===== src/rtl/sreg_pkg.sv =====
// Shared widths, address groups and the write-request type for the
// strobed register slave. Assumes at most 8 words per register group.
package sreg_pkg;
    localparam int DW     = 16;   // data word width
    localparam int AW     = 7;    // register address width
    localparam int CMD_W  = AW + 1;
    localparam int GRP_W  = 4;    // address bits 6:3 select a group
    localparam int IDX_W  = AW - GRP_W;

    localparam logic [GRP_W-1:0] GRP_ID   = 4'h0;
    localparam logic [GRP_W-1:0] GRP_FUNC = 4'h1;
    localparam logic [GRP_W-1:0] GRP_GEN  = 4'h2;
    localparam logic [GRP_W-1:0] GRP_GDIR = 4'h3;

    typedef struct packed {
        logic          en;
        logic [AW-1:0] addr;
        logic [DW-1:0] data;
    } wr_req_t;

    // Build a register address from a group and an index inside it
    function automatic logic [AW-1:0] reg_addr(input logic [GRP_W-1:0] grp, input int idx);
        return {grp, IDX_W'(idx)};
    endfunction
endpackage


===== src/rtl/sreg_sync.sv =====
// Two-flop synchronizer for a bundle of independent asynchronous bits.
// Assumes each bit is only sampled as a level; no bus coherence is implied.
module sreg_sync #(
    parameter int W = 1
) (
    input  logic         clk,
    input  logic         rst_n,
    input  logic [W-1:0] d,
    output logic [W-1:0] q
);
    logic [W-1:0] meta_q;

    // Two-stage capture into the system clock domain
    always_ff @(posedge clk) begin
        if (!rst_n) begin
            meta_q <= '0;
            q      <= '0;
        end else begin
            meta_q <= d;
            q      <= meta_q;
        end
    end
endmodule


===== src/rtl/sreg_frame.sv =====
// Transaction framer: counts strobe rising edges after a clear, assembles
// the command, shifts write data in or read data out, and issues one write
// request after the last write bit. Assumes synchronized inputs and a
// strobe period of at least four clocks.
module sreg_frame
    import sreg_pkg::*;
(
    input  logic          clk,
    input  logic          rst_n,
    input  logic          clr_s,
    input  logic          stb_s,
    input  logic          din_s,
    input  logic [DW-1:0] rd_data_i,
    output logic [AW-1:0] rd_addr_o,
    output wr_req_t       wr_o,
    output logic          dout_o
);
    localparam int TOTAL = CMD_W + DW;
    localparam int CNT_W = $clog2(TOTAL + 1);
    localparam logic [CNT_W-1:0] CNT_CMD  = CNT_W'(CMD_W);
    localparam logic [CNT_W-1:0] CNT_LAST = CNT_W'(TOTAL);

    logic             stb_q;
    logic             stb_rise;
    logic [CNT_W-1:0] cnt_q;
    logic [CMD_W-1:0] cmd_q;
    logic [DW-1:0]    wsh_q;
    logic [DW-1:0]    rsh_q;
    logic             is_rd;

    assign stb_rise  = stb_s & ~stb_q;
    assign is_rd     = cmd_q[CMD_W-1];
    assign rd_addr_o = cmd_q[AW-1:0];

    // Framing state machine advanced by strobe rising edges
    always_ff @(posedge clk) begin
        if (!rst_n) begin
            stb_q  <= 1'b0;
            cnt_q  <= '0;
            cmd_q  <= '0;
            wsh_q  <= '0;
            rsh_q  <= '0;
            dout_o <= 1'b0;
            wr_o   <= '0;
        end else begin
            stb_q   <= stb_s;
            wr_o.en <= 1'b0;
            if (clr_s) begin
                cnt_q  <= '0;
                cmd_q  <= '0;
                dout_o <= 1'b0;
            end else if (stb_rise) begin
                if (cnt_q < CNT_CMD) begin
                    cmd_q <= {cmd_q[CMD_W-2:0], din_s};
                    cnt_q <= cnt_q + 1'b1;
                end else if (cnt_q < CNT_LAST) begin
                    cnt_q <= cnt_q + 1'b1;
                    if (is_rd) begin
                        if (cnt_q == CNT_CMD) begin
                            dout_o <= rd_data_i[DW-1];
                            rsh_q  <= {rd_data_i[DW-2:0], 1'b0};
                        end else begin
                            dout_o <= rsh_q[DW-1];
                            rsh_q  <= {rsh_q[DW-2:0], 1'b0};
                        end
                    end else begin
                        wsh_q <= {wsh_q[DW-2:0], din_s};
                        if (cnt_q == CNT_LAST - 1'b1) begin
                            wr_o.en   <= 1'b1;
                            wr_o.addr <= cmd_q[AW-1:0];
                            wr_o.data <= {wsh_q[DW-2:0], din_s};
                        end
                    end
                end else begin
                    dout_o <= 1'b0;
                end
            end
        end
    end

    // a clear leaves the output idle and issues no write
    a_r2_clear_idles: assert property (@(posedge clk) disable iff (!rst_n)
        clr_s |=> (!dout_o && !wr_o.en));
    // the serial output only moves on a strobe edge or a clear
    a_r10_dout_stable: assert property (@(posedge clk) disable iff (!rst_n)
        (!stb_rise && !clr_s) |=> $stable(dout_o));
    // a write request is a single-cycle pulse
    a_r4_wr_single: assert property (@(posedge clk) disable iff (!rst_n)
        wr_o.en |=> !wr_o.en);
    // a write request only follows a strobe edge
    a_r11_wr_on_edge: assert property (@(posedge clk) disable iff (!rst_n)
        wr_o.en |-> $past(stb_rise));
endmodule


===== src/rtl/sreg_regfile.sv =====
// Register file: two fixed identity words plus three banks of writable
// control words. Writes to identity or unmapped addresses are dropped;
// unmapped reads return zero. Assumes N_FUNC and N_GPIO are at most 8.
module sreg_regfile
    import sreg_pkg::*;
#(
    parameter int            N_FUNC  = 2,
    parameter int            N_GPIO  = 3,
    parameter logic [DW-1:0] PLAT_ID = 16'h5A01,
    parameter logic [DW-1:0] FW_ID   = 16'h3042
) (
    input  logic               clk,
    input  logic               rst_n,
    input  wr_req_t            wr_i,
    input  logic [AW-1:0]      rd_addr_i,
    output logic [DW-1:0]      rd_data_o,
    output logic [N_FUNC*DW-1:0] func_o,
    output logic [N_GPIO*DW-1:0] gen_o,
    output logic [N_GPIO*DW-1:0] gdir_o
);
    logic [DW-1:0] func_q [N_FUNC];
    logic [DW-1:0] gen_q  [N_GPIO];
    logic [DW-1:0] gdir_q [N_GPIO];
    logic          wr_map;

    for (genvar i = 0; i < N_FUNC; i++) begin : g_func
        localparam logic [AW-1:0] ADDR = reg_addr(GRP_FUNC, i);
        // Function-enable word i storage
        always_ff @(posedge clk) begin
            if (!rst_n)                         func_q[i] <= '0;
            else if (wr_i.en && wr_i.addr == ADDR) func_q[i] <= wr_i.data;
        end
        assign func_o[i*DW +: DW] = func_q[i];
    end

    for (genvar i = 0; i < N_GPIO; i++) begin : g_gpio
        localparam logic [AW-1:0] A_EN  = reg_addr(GRP_GEN, i);
        localparam logic [AW-1:0] A_DIR = reg_addr(GRP_GDIR, i);
        // GPIO enable and direction word i storage
        always_ff @(posedge clk) begin
            if (!rst_n) begin
                gen_q[i]  <= '0;
                gdir_q[i] <= '0;
            end else if (wr_i.en) begin
                if (wr_i.addr == A_EN)  gen_q[i]  <= wr_i.data;
                if (wr_i.addr == A_DIR) gdir_q[i] <= wr_i.data;
            end
        end
        assign gen_o[i*DW +: DW]  = gen_q[i];
        assign gdir_o[i*DW +: DW] = gdir_q[i];
    end

    // Read mux; anything unmatched returns zero
    always_comb begin
        rd_data_o = '0;
        if (rd_addr_i == reg_addr(GRP_ID, 0)) rd_data_o = PLAT_ID;
        if (rd_addr_i == reg_addr(GRP_ID, 1)) rd_data_o = FW_ID;
        for (int i = 0; i < N_FUNC; i++)
            if (rd_addr_i == reg_addr(GRP_FUNC, i)) rd_data_o = func_q[i];
        for (int i = 0; i < N_GPIO; i++) begin
            if (rd_addr_i == reg_addr(GRP_GEN, i))  rd_data_o = gen_q[i];
            if (rd_addr_i == reg_addr(GRP_GDIR, i)) rd_data_o = gdir_q[i];
        end
    end

    // Whether the write address hits any writable word
    always_comb begin
        wr_map = 1'b0;
        for (int i = 0; i < N_FUNC; i++)
            if (wr_i.addr == reg_addr(GRP_FUNC, i)) wr_map = 1'b1;
        for (int i = 0; i < N_GPIO; i++)
            if (wr_i.addr == reg_addr(GRP_GEN, i) || wr_i.addr == reg_addr(GRP_GDIR, i))
                wr_map = 1'b1;
    end

    // writes that hit nothing leave every control word alone
    a_r9_unmapped_write: assert property (@(posedge clk) disable iff (!rst_n)
        (wr_i.en && !wr_map) |=> ($stable(func_o) && $stable(gen_o) && $stable(gdir_o)));
    // writes into the identity group change no control word
    a_r8_id_write: assert property (@(posedge clk) disable iff (!rst_n)
        (wr_i.en && wr_i.addr[AW-1:IDX_W] == GRP_ID) |=>
        ($stable(func_o) && $stable(gen_o) && $stable(gdir_o)));
    // a write to function word 0 lands on its port next cycle
    a_r4_write_lands: assert property (@(posedge clk) disable iff (!rst_n)
        (wr_i.en && wr_i.addr == reg_addr(GRP_FUNC, 0)) |=> (func_o[DW-1:0] == $past(wr_i.data)));
endmodule


===== src/rtl/sreg_slave.sv =====
// Top of the strobed serial register slave: synchronizes the three host
// pins, frames transactions and serves the register file. Assumes the host
// holds each strobe level for at least two system clocks.
module sreg_slave
    import sreg_pkg::*;
#(
    parameter int            N_FUNC  = 2,
    parameter int            N_GPIO  = 3,
    parameter logic [15:0]   PLAT_ID = 16'h5A01,
    parameter logic [15:0]   FW_ID   = 16'h3042
) (
    input  logic                 clk,
    input  logic                 rst_n,
    input  logic                 clr_pin,
    input  logic                 stb_pin,
    input  logic                 din_pin,
    output logic                 dout_pin,
    output logic [N_FUNC*16-1:0] func_en_o,
    output logic [N_GPIO*16-1:0] gpio_en_o,
    output logic [N_GPIO*16-1:0] gpio_dir_o
);
    logic [2:0]    pins_s;
    logic [AW-1:0] rd_addr;
    logic [DW-1:0] rd_data;
    wr_req_t       wr_req;

    sreg_sync #(.W(3)) u_sync (
        .clk   (clk),
        .rst_n (rst_n),
        .d     ({clr_pin, stb_pin, din_pin}),
        .q     (pins_s)
    );

    sreg_frame u_frame (
        .clk       (clk),
        .rst_n     (rst_n),
        .clr_s     (pins_s[2]),
        .stb_s     (pins_s[1]),
        .din_s     (pins_s[0]),
        .rd_data_i (rd_data),
        .rd_addr_o (rd_addr),
        .wr_o      (wr_req),
        .dout_o    (dout_pin)
    );

    sreg_regfile #(
        .N_FUNC  (N_FUNC),
        .N_GPIO  (N_GPIO),
        .PLAT_ID (PLAT_ID),
        .FW_ID   (FW_ID)
    ) u_regs (
        .clk       (clk),
        .rst_n     (rst_n),
        .wr_i      (wr_req),
        .rd_addr_i (rd_addr),
        .rd_data_o (rd_data),
        .func_o    (func_en_o),
        .gen_o     (gpio_en_o),
        .gdir_o    (gpio_dir_o)
    );
endmodule


===== config.mk =====
export PLATFORM = sky130hd
export DESIGN_NAME = sreg_slave
export DESIGN_NICKNAME = d
export VERILOG_FILES = /design/src/rtl/sreg_pkg.sv /design/src/rtl/sreg_sync.sv /design/src/rtl/sreg_frame.sv /design/src/rtl/sreg_regfile.sv /design/src/rtl/sreg_slave.sv
export SDC_FILE = /design/constraint.sdc
export NUM_CORES = 1
export LEC_CHECK = 0
export ABC_AREA = 1
export BUFFER_PORTS_ARGS = -buffer_cell sky130_fd_sc_hd__buf_2
export CORE_MARGIN = 10
export CORE_UTILIZATION = 50
export CTS_CLUSTER_DIAMETER = 150
export DETAILED_ROUTE_END_ITERATION = 8
export PLACE_DENSITY_LB_ADDON = 0.12
export SLEW_MARGIN = 30
export SYNTH_ARGS = -nofsm -noshare
export SYNTH_HDL_FRONTEND = slang
export SYNTH_SLANG_ARGS = --single-unit
export TNS_END_PERCENT = 30

===== constraint.sdc =====
create_clock -name clk -period 5.98 [get_ports clk]
set_input_delay 0.897 -clock clk [delete_from_list [all_inputs] [get_ports clk]]
set_output_delay 0.897 -clock clk [all_outputs]
set_load 0.01 [all_outputs]

==> metrics.md, run 1 <==
| Metric | Value |
|---|---|
| Clk_lat worst skew | ~0.50 ns |
| Sequential share of the synthesized area | 0.626 |
| Wirelength per Cell | a little over 20 um |
| Post-synth top area cell | edfxtp_1 |
| Fmax | approximately 380 MHz |
| Largest net degree at the start of global routing | 70 |
| Post-Syn Instances | approximately 900 |
| Vias in the first global route | between 6,000 and 7,000 |
| Synthesized area per cell | 9.32 um2 |
| Hold slack | just over 0.4 ns |
| Synth warn | 0 |
| Std-Cell Core Area | between 0.015 and 0.02 mm2 |
| # rows | between 40 and 50 |
| Crit Path Class | flip-flop to flip-flop |
| Fin cells | between 1,000 and 1,500 |
| Post-CTS setup buffer count | 0 |
| Final min period | about 2.7 ns |
| Type of origin of the critical path | flip-flop |
| TritonCTS clock tree | yes |
| Synth top area cells | edfxtp_1 (45%), dfxtp_1 (18%), nor2_1 (9.2%) |
| Worst hold-check path type | flip-flop to flip-flop |
| Multiplexer share of the synthesized area | 0 |
| DR iter-0 viols | approximately 900 |
| Clk sinks | slightly above 200 |
| Worst path arrival time | about 3.1 ns |
| CTS buffer count | 21 |
| Leak pwr | 0.00380 uW |
| Nets@finish | 1,048 |
| Max VDD drop | roughly 0.00021 V |
| Worst EP required | around 6.4 ns |
| Clock H-tree levels | 1 |
| Worst-path clk slew | approximately 0.06 ns |
| Top Ports | 134 |
| Overflow after GRT | 0 |
| HPWL Detailed | 17.6 mm |
| Clock skew | approximately 0.014 ns |
| Gpl congestion | 0.873 |
| Simple-Gate Fraction of Synth Area | 0.230 |
| RSZ-0062 raised after global routing | false |
| Placed cells | roughly 1,200 |
| TNS Setup | 0 ns |
| Final setup violation count | 0 |
| IO buf count | 133 |
| Final worst-path cycle share | 0.445 |
| Post-synthesis cell type count | 29 |
| Diode count | 0 |
| Total power | roughly 3000 uW |
| CTS Hold Bufs | 0 |
| Worst-margin pin slew | ~0.93 ns |
| Total GRT Usage | 0.220 |
| Max Slew Vio Count | 0 |
| Post-synthesis adder-cell area fraction | 0.00733 |
| Syn-to-layout area delta | 16.2% |
| Via-to-Cell Ratio | 5.51 |
| Initial core utilization | 0.513 |
| DRT Pass-1 Iters | 8 |
| Max-slew headroom | 0.376 |
| DIE AREA | 0.0227 mm2 |
| Clock root buffer master | clkbuf_16 |
| Status | finished clean |
| Pwr Density | a little under 300 mW/mm2 |
| ANT nets after route | 0 |
| Compound-cell area share of the yosys netlist | 0.0864 |
| Fill cells | between 1,000 and 1,500 |
| Total wire length | ~26 mm |
| Drt drc | 0 |
| PostCTS Resize Cnt | 0 |
| Max Cap Violations | 0 |
| Critical Path End Type | flip-flop |
| Die Wd | about 150 um |
| Clock tree buffer depth | 3 |
| First-pass GRT wire length | roughly 38 mm |
| Synth top area share | 0.450 |
| Final Hold Fails | 0 |
| Largest family of logic cells by synthesized area | simple AND/OR/NAND/NOR gates |
| Seq cells post-synth | roughly 200 |
| Via count | around 7,000 |
| Crit Path Max Fanout | 24 |
| Initial antenna violation count | 0 |
| Xor and xnor area share after synthesis | 0 |
| Mapped cell area | about 0.0085 mm2 |
| Die height | between 150 and 200 um |
| Syn_nets | slightly above 900 |
| Most frequent cells in the layout | nor2_1 (210), nand2_1 (162), buf_2 (133) |
| Share of layout cells above drive strength 1 | 0.173 |
| Commonest non-fill, non-tap cell in the layout | nor2_1 |
[routing by layer]
metal	GRT usage	part of all wire
met5	0	0
met4	0.0640	0.026
met3	0.0465	0.11
met2	0.338	0.45
met1	0.309	0.42
[logic make-up after synthesis]
kind of cell | count (synthesis)
flops | 203
compound gates | 147
buf+inv | 103
simple gates | 458
fa+ha+maj | 5
[path summary, 6_finish.rpt]
check	cells after the start	startpoint	to	slack (ns)
worst max register to register	8	u_frame.cnt_q[3]	u_frame.wr_o[20]	3.32
worst min register to register	2	u_sync.meta_q[0]	u_sync.q[0]	0.41
worst max-delay path	8	u_frame.cnt_q[3]	u_frame.wr_o[20]	3.32
worst min-delay path	2	u_sync.meta_q[0]	u_sync.q[0]	0.41
[power breakdown]
group          internal (uW)  switching (uW)
clock                    686             512
combinational           52.3             130
sequential              1540            34.2
total                   2270             676
[worst max-delay path: stages, from the launching register on]
cell and delay, ns:
dfxtp_1 0.45, inv_1 0.07, ha_1 0.33, nand4_2 0.33, inv_2 0.37, nand2_2 0.21
inv_1 0.52, o21ai_0 0.16, a21oi_1 0.15
[flip-flops by register name, summed over array words and instances, names as in the netlist]
signal and flops:
u_regs.gen_q 48, u_regs.gdir_q 48, u_frame.rsh_q 15, u_sync.meta_q 3
u_frame.stb_q 1, u_frame.cmd_q 8, u_frame.wsh_q 15, u_regs.func_q 32
u_frame.dout_o 1, u_frame.cnt_q 5, u_sync.q 3, u_frame.wr_o 24
[layout make-up]
type	count	area, um2	share of cell area
multi-input combinational	610	2760	0.278
clock inverter	8	56.3	0.00568
clock buffer	28	552	0.0556
inverter	68	255	0.0257
timing repair buffer	134	673	0.0679
sequential	203	5350	0.539
tap	220	275	0.0278
[stage by stage]
stage                     instance area, um2  worst slack (ns)   util
final                                   9920              3.32  0.596
after global routing                    9920              2.99  0.596
after CTS                               9920              3.33  0.596
after detailed placement                9310              3.25  0.559
after global placement                  9310              3.31  0.559
after floorplan                         8530              3.64      -
[synthesized netlist by cell type]
cell type	count
nand4_1	17
buf_2	2
a31oi_1	1
nor2_1	210
nor3_4	2
o21ai_0	73
inv_1	63
clkbuf_1	23
o21ai_1	2
nand3b_1	1
a21oi_1	71
nand2_1	162
edfxtp_1	128
dfxtp_1	75
nor4_1	1
nor2_2	2
nor3b_1	1
buf_6	1
ha_1	5
nand2_2	1
nand3_1	35
nand3_4	1
inv_2	5
or2_0	4
or2_2	7
nand4_2	2
nor2_4	6
nor3_1	6
buf_4	9
No activity file was read; power rests on OpenSTA's default activity.
==> inputs of run 2 (changes only) <==
Settings changed: ABC_AREA 1 to 0.
Clock period 5.98 ns to 2.55 ns, I/O delays scaled along.
==> run 2 against run 1 <==
  * Cell count decreased by 3.1%
  * First-iteration DRC count fell by 20%
  * Synthesized cell count decreased by 7.1%
  * Clock power grew 130%
  * Register-to-register slack got worse by 3.1 ns
  * Core utilization up 0.94 points
  * Non-clock buffer count is 42 higher
  * Synthesized area grew 4.2%
==> metrics.md, run 2 <==
| Metric | Value |
|---|---|
| Routing usage on met2 | 0.378 (was 0.338) |
| Combinational share of power | 0.038 (was 0.062) |
| Worst-path clk slew | 0.06 ns (about the same) |
| Most used routing layer | met2 (unchanged) |
| Post-Syn Instances | 851 (was 916) |
| Via-to-Cell Ratio | 5.98 (was 5.51) |
| Count leader, synth | nor2_1 (unchanged) |
| Top Ports | 134 (unchanged) |
| Clock root buffer master | clkbuf_16 (unchanged) |
| ANT nets after route | 0 (unchanged) |
| Max-slew headroom | 0.438 (was 0.376) |
| EDFF count, synth | 128 (unchanged) |
| Leak pwr | 0.00385 uW (was 0.00380 uW) |
| Final min period | 2.34 ns (was 2.66 ns) |
| Gpl congestion | 0.946 (was 0.873) |
| Synthesized area per cell | 10.5 um2 (was 9.32 um2) |
| GR met1 Demand/Resource | 0.338 (was 0.309) |
| Post-CTS setup buffer count | 0 (unchanged) |
| CTS Hold Bufs | 0 (unchanged) |
| Sw frac | 0.221 (was 0.229) |
| Overflow after GRT | 0 (unchanged) |
| Syn_nets | 861 (was 926) |
| Pwr Density | 630 mW/mm2 (was 298 mW/mm2) |
| Worst-margin pin slew | 0.822 ns (was 0.932 ns) |
| Initial antenna violation count | 0 (unchanged) |
| TritonCTS clock tree | yes (unchanged) |
| Most frequent cells in the layout | nor2_1 (158), buf_2 (133), edfxtp_1 (128) (was nor2_1 (210), nand2_1 (162), buf_2 (133)) |
| Final worst-path cycle share | 0.919 (was 0.445) |
| IO buf count | 133 (unchanged) |
| Critical Path End Type | flip-flop (unchanged) |
| DRT Pass-1 Iters | 5 (was 8) |
| Crit Path Max Fanout | 14 (was 24) |
| Worst EP required | 2.95 ns (was 6.40 ns) |
| TNS Setup | 0 ns (unchanged) |
| Clk sinks | 203 (unchanged) |
| Clk_lat worst skew | 0.50 ns (about the same) |
| Status | finished clean (unchanged) |
| Commonest non-fill, non-tap cell in the layout | nor2_1 (unchanged) |
| Post-synthesis cell type count | 64 (was 29) |
| Reg power frac | 0.547 (was 0.532) |
| Max Cap Violations | 0 (unchanged) |
| Syn-to-layout area delta | 18.1% (was 16.2%) |
| Final Hold Fails | 0 (unchanged) |
| Seq cells post-synth | 203 (unchanged) |
| Max VDD drop | 0.000571 V (was 0.000209 V) |
| Total GRT Usage | 0.242 (was 0.220) |
| FF/Latch Area | 0.00535 mm2 (about the same) |
| Via count | 7,370 (was 7,004) |
| Multi-input logic area | 0.00325 mm2 (was 0.00276 mm2) |
| Type of origin of the critical path | flip-flop (unchanged) |
| Wirelength per Cell | 24.0 um (was 20.2 um) |
| Psw | 1460 uW (was 676 uW) |
| Die Wd | 153 um (was 151 um) |
| Total wire length | 29.6 mm (was 25.6 mm) |
| Die height | 153 um (was 151 um) |
| Hold slack | 0.102 ns (was 0.410 ns) |
| Reg2reg path depth | 4 (was 8) |
| DR iter-0 viols | 714 (was 895) |
| Clock tree buffer depth | 3 (unchanged) |
| Power Internal | 5160 uW (was 2270 uW) |
| CTS buffer count | 21 (unchanged) |
| First-pass GRT wire length | 44.9 mm (was 38.3 mm) |
| Crit Path Class | flip-flop to flip-flop (unchanged) |
| Vias in the first global route | 7,164 (was 6,543) |
| Drt drc | 0 (unchanged) |
| HPWL Detailed | 21.7 mm (was 17.6 mm) |
| Initial core utilization | 0.513 (about the same) |
| Clock H-tree levels | 1 (unchanged) |
| Largest net degree at the start of global routing | 40 (was 70) |
| PostCTS Resize Cnt | 0 (unchanged) |
| Worst hold-check path type | input port to flip-flop (was flip-flop to flip-flop) |
| Main synth FF type | edfxtp_1 (unchanged) |
| Fmax | 427 MHz (was 376 MHz) |
| Worst Hold Depth | 2 (unchanged) |
| Power share of the clock group | 0.415 (was 0.406) |
| Largest regs | u_regs.gdir_q (48), u_regs.gen_q (48), u_regs.func_q (32) (unchanged) |
| Fill cells | 1,482 (was 1,422) |
| Worst path arrival time | 2.74 ns (was 3.08 ns) |
| Synth top area cells | edfxtp_1 (43%), dfxtp_1 (17%), nor2_1 (6.7%) (was edfxtp_1 (45%), dfxtp_1 (18%), nor2_1 (9.2%)) |
| Max Slew Vio Count | 0 (unchanged) |
| Diode count | 0 (unchanged) |
| Synth warn | 0 (unchanged) |
| RSZ-0062 raised after global routing | false (unchanged) |
| Post-synth top area cell | edfxtp_1 (unchanged) |
| Async set or reset register ratio after synthesis | 0 (unchanged) |
| Nets@finish | 1,004 (was 1,048) |
| Sequential share of the synthesized area | 0.601 (was 0.626) |
| DIE AREA | 0.0235 mm2 (was 0.0227 mm2) |
| Synth top area share | 0.432 (was 0.450) |
| Grt met3 use | 0.0505 (was 0.0465) |
| Final setup violation count | 0 (unchanged) |
| # rows | 48 (was 47) |
| Std-Cell Core Area | 0.0174 mm2 (was 0.0166 mm2) |
| Share of layout cells above drive strength 1 | 0.223 (was 0.173) |
| Mapped cell area | 0.00890 mm2 (was 0.00853 mm2) |
| Clock skew | 0.0120 ns (was 0.0143 ns) |
| Commonest cells in the netlist | nor2_1 (158), edfxtp_1 (128), nand2_1 (127) (was nor2_1 (210), nand2_1 (162), edfxtp_1 (128)) |
-- run 2: kinds of logic after synthesis --
kind of cell | count (synthesis) | share of synthesized area
xor+xnor | 4 | 0.00394
simple gates | 377 | 0.195
flops | 203 | 0.601
compound gates | 165 | 0.126
fa+ha+maj | 5 | 0.00703
mux | 29 | 0.0331
buf+inv | 68 | 0.0338
-- run 2: layer usage --
| metal | wire (um) | share of wire |
|---|---|---|
| met4 | 659 | 0.022 |
| met1 | 12500 | 0.42 |
| met5 | 0 | 0 |
| met3 | 2890 | 0.098 |
| met2 | 13500 | 0.46 |
-- run 2: critical path, stage by stage, from the launching register on --
cell and delay (ns):
dfxtp_1 0.49, or3_1 0.60, a2111oi_0 0.76, a2111oi_0 0.16, o32ai_1 0.24
-- run 2: final timing paths --
check | slack [ns] | to | start
max | 0.21 | u_frame.rsh_q[12] | u_frame.cmd_q[6]
min | 0.10 | u_sync.meta_q[2] | clr_pin
max reg2reg | 0.21 | u_frame.rsh_q[12] | u_frame.cmd_q[6]
min reg2reg | 0.44 | u_sync.q[0] | u_sync.meta_q[0]
-- run 2: final cells by class --
| type | instances | share of cell area |
|---|---|---|
| Clock buffer | 28 | 0.0525 |
| Clock inverter | 8 | 0.00381 |
| Inverter | 12 | 0.00429 |
| Multi-Input combinational cell | 580 | 0.309 |
| Sequential cell | 203 | 0.509 |
| Tap cell | 225 | 0.0268 |
| Timing Repair Buffer | 176 | 0.0941 |
-- run 2: through the flow --
| step | util | power, uW | setup slack (ns) | instance area, um2 | instances |
|---|---|---|---|---|---|
| after floorplan | - | 3780 | 0.463 | 8900 | 851 |
| after global placement | 0.571 | 3940 | 0.360 | 9910 | 1196 |
| after detailed placement | 0.571 | 3940 | 0.353 | 9910 | 1196 |
| after CTS | 0.605 | 6650 | 0.335 | 10500 | 1232 |
| after global routing | 0.605 | 6790 | 0.134 | 10500 | 1232 |
| final | 0.605 | 6620 | 0.207 | 10500 | 1232 |
-- run 2: power groups by stage --
stage / clock [uW] / combinational, uW / sequential [uW]
6_report: 2750 / 248 / 3620
5_1_grt: 2900 / 267 / 3630
4_1_cts: 2770 / 252 / 3620
3_5_place_dp: 0 / 251 / 3690
3_3_place_gp: 0 / 248 / 3690
2_1_floorplan: 0 / 81.7 / 3700
